<file path="config.mk">
export PLATFORM = sky130hd
export DESIGN_NAME = wel_ctrl
export DESIGN_NICKNAME = d
export VERILOG_FILES = /design/src/rtl/wel_pkg.sv /design/src/rtl/wel_latch.sv /design/src/rtl/wel_gate.sv /design/src/rtl/wel_status_reg.sv /design/src/rtl/wel_ctrl.sv
export SDC_FILE = /design/constraint.sdc
export NUM_CORES = 1
export LEC_CHECK = 0
export ABC_AREA = 1
export ABC_CLOCK_PERIOD_IN_PS = 870
export BUFFER_PORTS_ARGS = -buffer_cell sky130_fd_sc_hd__buf_4
export CAP_MARGIN = 20
export CORE_MARGIN = 2
export CORE_UTILIZATION = 25
export DETAILED_ROUTE_END_ITERATION = 8
export PLACE_DENSITY_LB_ADDON = 0.08
export SETUP_SLACK_MARGIN = 0.1
export SYNTH_ARGS = -nofsm -noshare
export SYNTH_HDL_FRONTEND = slang
export SYNTH_HIERARCHICAL = 1
export SYNTH_SLANG_ARGS = --single-unit
</file>
<file path="constraint.sdc">
create_clock -name clk -period 0.87 [get_ports clk]
set_clock_uncertainty 0.1 [all_clocks]
set_input_delay 0.1305 -clock clk [delete_from_list [all_inputs] [get_ports clk]]
set_output_delay 0.1305 -clock clk [all_outputs]
set_load 0.005 [all_outputs]
</file>
<file path="src/rtl/wel_pkg.sv">
// Package: shared constants for the write enable latch controller.
// Assumes an 8-bit status byte with the latch flag and protect field at
// fixed positions that the read path of the slave decodes.
package wel_pkg;
    parameter int STAT_W   = 8;
    parameter int WEL_POS  = 1;
    parameter int PROT_LSB = 2;
    parameter int PROT_W   = 2;
    parameter int N_TGT    = 2;
    parameter int TGT_ARR  = 0;
    parameter int TGT_STAT = 1;
endpackage

</file>
<file path="src/rtl/wel_latch.sv">
// wel_latch: the write permission latch.
// Assumes set and clear are single-cycle pulses; clear dominates set.
module wel_latch (
    input  logic clk,
    input  logic rst_n,
    input  logic set_i,
    input  logic clr_i,
    output logic wel_o
);
    logic wel_q;

    // Update the latch: clear wins over set, otherwise hold.
    always_ff @(posedge clk) begin
        if (!rst_n)      wel_q <= 1'b0;
        else if (clr_i)  wel_q <= 1'b0;
        else if (set_i)  wel_q <= 1'b1;
    end

    assign wel_o = wel_q;

    AST_SET_TAKES: assert property (@(posedge clk) disable iff (!rst_n)
        set_i && !clr_i |=> wel_o);
    AST_CLEAR_TAKES: assert property (@(posedge clk) disable iff (!rst_n)
        clr_i |=> !wel_o);
    AST_LATCH_HOLDS: assert property (@(posedge clk) disable iff (!rst_n)
        !set_i && !clr_i |=> $stable(wel_o));
endmodule

</file>
<file path="src/rtl/wel_gate.sv">
// wel_gate: per-target write grant.
// Samples latch AND protect pin at each byte start, holds it for the byte,
// and reports a commit at transaction end when any byte was granted.
// Assumes end and byte-start pulses come from the command decoder.
module wel_gate (
    input  logic clk,
    input  logic rst_n,
    input  logic byte_start_i,
    input  logic done_i,
    input  logic wel_i,
    input  logic wp_n_i,
    output logic grant_o,
    output logic commit_o
);
    logic grant_q;
    logic seen_q;

    // Capture the grant per byte; the transaction end drops it.
    always_ff @(posedge clk) begin
        if (!rst_n)            grant_q <= 1'b0;
        else if (done_i)       grant_q <= 1'b0;
        else if (byte_start_i) grant_q <= wel_i & wp_n_i;
    end

    // Remember whether any byte of this transaction was granted.
    always_ff @(posedge clk) begin
        if (!rst_n)                                   seen_q <= 1'b0;
        else if (done_i)                              seen_q <= 1'b0;
        else if (byte_start_i && wel_i && wp_n_i)     seen_q <= 1'b1;
    end

    assign grant_o  = grant_q;
    assign commit_o = done_i & seen_q;

    AST_GRANT_ORIGIN: assert property (@(posedge clk) disable iff (!rst_n)
        $rose(grant_o) |-> $past(wel_i && wp_n_i && byte_start_i));
    AST_WP_BLOCKS: assert property (@(posedge clk) disable iff (!rst_n)
        byte_start_i && !wp_n_i |=> !grant_o);
    AST_GRANT_DROPS: assert property (@(posedge clk) disable iff (!rst_n)
        done_i |=> !grant_o);
endmodule

</file>
<file path="src/rtl/wel_status_reg.sv">
// wel_status_reg: protect field storage and status byte formatting.
// Assumes commit_i pulses only when a granted status write ends; the
// mask keeps the latch position and all unused bits out of storage.
module wel_status_reg
    import wel_pkg::*;
(
    input  logic              clk,
    input  logic              rst_n,
    input  logic              commit_i,
    input  logic [STAT_W-1:0] wdata_i,
    input  logic              wel_i,
    output logic [STAT_W-1:0] status_o
);
    localparam logic [STAT_W-1:0] PROT_MASK =
        STAT_W'(((1 << PROT_W) - 1) << PROT_LSB);

    logic [STAT_W-1:0] prot_q;

    // Load the writable field on a committed status write.
    always_ff @(posedge clk) begin
        if (!rst_n)        prot_q <= '0;
        else if (commit_i) prot_q <= wdata_i & PROT_MASK;
    end

    // Merge the latch flag into the stored field.
    always_comb begin
        status_o = prot_q | (STAT_W'(wel_i) << WEL_POS);
    end

    AST_PROT_LOAD: assert property (@(posedge clk) disable iff (!rst_n)
        commit_i |=> (status_o & PROT_MASK) == ($past(wdata_i) & PROT_MASK));
    AST_PROT_KEEP: assert property (@(posedge clk) disable iff (!rst_n)
        !commit_i |=> $stable(status_o & PROT_MASK));
endmodule

</file>
<file path="src/rtl/wel_ctrl.sv">
// wel_ctrl: top of the write enable latch controller.
// Joins the latch, one grant gate per write target and the status byte.
// Assumes the decoder issues one-cycle pulses and only one command per
// chip-select window.
module wel_ctrl
    import wel_pkg::*;
(
    input  logic              clk,
    input  logic              rst_n,
    input  logic              wren_i,
    input  logic              wrdi_i,
    input  logic              arr_byte_start_i,
    input  logic              arr_done_i,
    input  logic              stat_byte_start_i,
    input  logic              stat_done_i,
    input  logic [STAT_W-1:0] stat_wdata_i,
    input  logic              wp_n_i,
    output logic              wel_o,
    output logic              arr_grant_o,
    output logic              stat_grant_o,
    output logic [STAT_W-1:0] status_o
);
    logic [N_TGT-1:0] bs_vec;
    logic [N_TGT-1:0] done_vec;
    logic [N_TGT-1:0] grant_vec;
    logic [N_TGT-1:0] commit_vec;
    logic             wel;
    logic             clr_any;

    assign bs_vec[TGT_ARR]    = arr_byte_start_i;
    assign bs_vec[TGT_STAT]   = stat_byte_start_i;
    assign done_vec[TGT_ARR]  = arr_done_i;
    assign done_vec[TGT_STAT] = stat_done_i;

    // Any completed granted write or a disable command clears the latch.
    assign clr_any = wrdi_i | (|commit_vec);

    wel_latch u_latch (
        .clk   (clk),
        .rst_n (rst_n),
        .set_i (wren_i),
        .clr_i (clr_any),
        .wel_o (wel)
    );

    genvar g;
    generate
        for (g = 0; g < N_TGT; g++) begin : g_tgt
            wel_gate u_gate (
                .clk          (clk),
                .rst_n        (rst_n),
                .byte_start_i (bs_vec[g]),
                .done_i       (done_vec[g]),
                .wel_i        (wel),
                .wp_n_i       (wp_n_i),
                .grant_o      (grant_vec[g]),
                .commit_o     (commit_vec[g])
            );
        end
    endgenerate

    wel_status_reg u_status (
        .clk      (clk),
        .rst_n    (rst_n),
        .commit_i (commit_vec[TGT_STAT]),
        .wdata_i  (stat_wdata_i),
        .wel_i    (wel),
        .status_o (status_o)
    );

    assign wel_o        = wel;
    assign arr_grant_o  = grant_vec[TGT_ARR];
    assign stat_grant_o = grant_vec[TGT_STAT];

    AST_COMMIT_CLEARS: assert property (@(posedge clk) disable iff (!rst_n)
        (|commit_vec) |=> !wel_o);
    AST_FLAG_FOLLOWS: assert property (@(posedge clk) disable iff (!rst_n)
        wren_i && !clr_any |=> status_o[WEL_POS]);
    AST_GRANTS_NEED_PIN: assert property (@(posedge clk) disable iff (!rst_n)
        !wp_n_i && (arr_byte_start_i || stat_byte_start_i) |=>
            !(arr_grant_o && $rose(arr_grant_o)) && !(stat_grant_o && $rose(stat_grant_o)));
endmodule

</file>
==> run metrics <==
Die X=41.2 um; GRT Residual Overflow=0; WHS Endpoint=u_latch/wel_o; CTS sink count=7; Max Slew Vio Count=0; Final nets=89; Post-Synth XOR/XNOR Area=0%; die height=41.2 um; # fillers=148; Buf/Inv on CP=1; CORE AREA=1300 um2; # diodes=0; vias=325; H-tree Lvls=1; largest net degree at the start of global routing=6; Sum Neg Setup Slack=-0.278 ns; failing checks=hold timing, setup timing; startpoint of the worst hold path=wren_i; status=complete, but fails checks; Vias/cell=3.78; DRC=0; hold depth=3; combinational power share=13.6%; Total Routed Length=673 um; simple-gate share of the synthesized area=26.4%; FF-to-FF Start=g_tgt[1].u_gate/seen_q; clock latency on the worst-skew pair=0.25 ns; Worst Setup SP=u_latch/wel_o; switch share=23.6%; Crit path max-delay family=flip-flops; WL per Instance=7.83 um; class of the tightest hold or removal check=input port to flip-flop; DRT Pass-1 Iters=2; Ports=28; final std cells w/o fill=86; Multi-input gate area=163 um2; vias in the first global route=269; Max stage delay on crit path=0.35 ns; most frequent cells in the layout=buf_4, inv_1, nand2_1, nor2_1, buf_6; FF-to-FF End=u_latch/wel_o; dpl hpwl=489 um; synthesized cell area=345 um2; Max Cap Viol=0; Clk pin slew, worst setup/hold paths=0.05 ns; largest family of logic cells by synthesized area=simple AND/OR/NAND/NOR gates; commonest non-fill, non-tap cell in the layout=buf_4; synth unique cells=8; port bufs=16; Leakage=0.284 nW; reg-to-reg slack, setup=0 ns; Worst Setup End Kind=output pin; total area of sequential cells=150 um2; unrepaired setup endpoints after global routing=yes; Syn Inst Count=51; first-pass GRT wire length=1.03 mm; antenna violations before repair=0; kind of critical path=flip-flop to output pin; share of cells above drive strength 1=49.3%; ANT nets after route=0; cells along the critical path=buf_6; mean post-synth cell area=6.77 um2; synthesized flop and latch total=7; sequential area share after synthesis=40.6%; Final WS setup=-0.0733 ns; post-synthesis compound-gate area fraction=5.80%; Seq pwr share=45.2%; Worst EP required=0.64 ns; Startpoint Class=flip-flop; pwr/cell area=1300 nW/um2; Post-Place Setup Slack=-0.00429 ns; NetSw=0.000171 W; clock buffer depth=2; Tot GR Track Use=10.0%; crit path max fanout=4; cell-internal power=0.000555 W; final setup fails=6; Placer Congestion=0.628; Final min period=0.943 ns; adder and majority gate portion of the synthesized area=0%; FMAX=1.06 GHz; Starting DRT DRC Count=2; CTS Buf Count=3; final worst-path cycle share=108%; Final Hold Viols=1; die area=1690 um2; Crit-path slowest cell=dfxtp_4; Clock power frac=41.2%; # rows=13; CTS tree=built; mux contribution to synthesized area=0%; Cell Count Post-Placement=80; crit path DAT=0.71 ns; Area Growth Syn to Fin=62.3%; Initial Util=26.5%; worst hold-check slack=-0.00357 ns; root buffer cell=clkbuf_4; Final Util=43.1%; Worst R2R Path Depth=7; peak supply drop=681 uV; YS warnings=6
[metrics by stage]
step                power [W]  area [um2]
floorplan            0.000382         360
global placement     0.000415         454
detailed placement   0.000415         454
CTS                  0.000736         539
global route         0.000774         561
finish               0.000726         561
[cells in the mapped netlist]
cell type	instances	area, um2
a21oi_1	4	20.0
nand3_2	2	20.0
nand2_1	12	45.0
nor2_1	7	26.3
inv_1	12	45.0
buf_4	6	45.0
conb_1	1	3.75
dfxtp_1	7	140
[power groups by stage]
stage,clock network [W],logic (W),registers [W]
2_1_floorplan,0,0.0000450,0.000337
3_3_place_gp,0,0.0000777,0.000337
3_5_place_dp,0,0.0000780,0.000337
4_1_cts,0.000316,0.0000914,0.000328
5_1_grt,0.000334,0.000111,0.000329
6_report,0.000299,0.0000986,0.000329
[registers in the layout, summed over array words and instances, names as in the netlist]
signal,count
g_tgt.u_gate/grant_o,2
u_status/prot_q,2
u_latch/wel_o,1
g_tgt.u_gate/seen_q,2
[cell type report]
cell class | instances | area share (%)
Clock buffer | 4 | 4.69
Tap cell | 15 | 3.35
Inverter | 12 | 8.04
Multi-Input combinational cell | 30 | 29.0
Sequential cell | 7 | 26.8
Timing Repair Buffer | 18 | 28.1
[what timing repair did]
action	CTS	global route
gates resized for setup	16	4
buffers inserted	2	0
endpoints found under the setup margin	13	13
pin swaps	2	1
endpoints found under the hold margin	1	1
cloned	0	0
[routing by layer]
metal / global-route usage (%) / routed length, um
met5: 0 / 0
met4: 9.68 / 0
met3: 3.80 / 69
met2: 13.3 / 295
met1: 12.0 / 307
[worst max path at each step]
| stage | to | slack (ns) | depth (start not counted) |
|---|---|---|---|
| after floorplan | u_latch/wel_o | 0.05 | 7 |
| after global placement | u_latch/wel_o | -0.01 | 7 |
| after detailed placement | u_latch/wel_o | -0.004 | 7 |
| after CTS | status_o[1] | -0.09 | 1 |
| after global routing | wel_o | -0.10 | 1 |
| final | status_o[1] | -0.07 | 1 |
[cells by family after synthesis]
kind of cell | Yosys count
AOI/OAI and AO/OA | 4
buffers and inverters | 18
DFF | 7
other | 1
and+or+nand+nor | 21
Note: power is estimated with default switching activity, not from simulation.
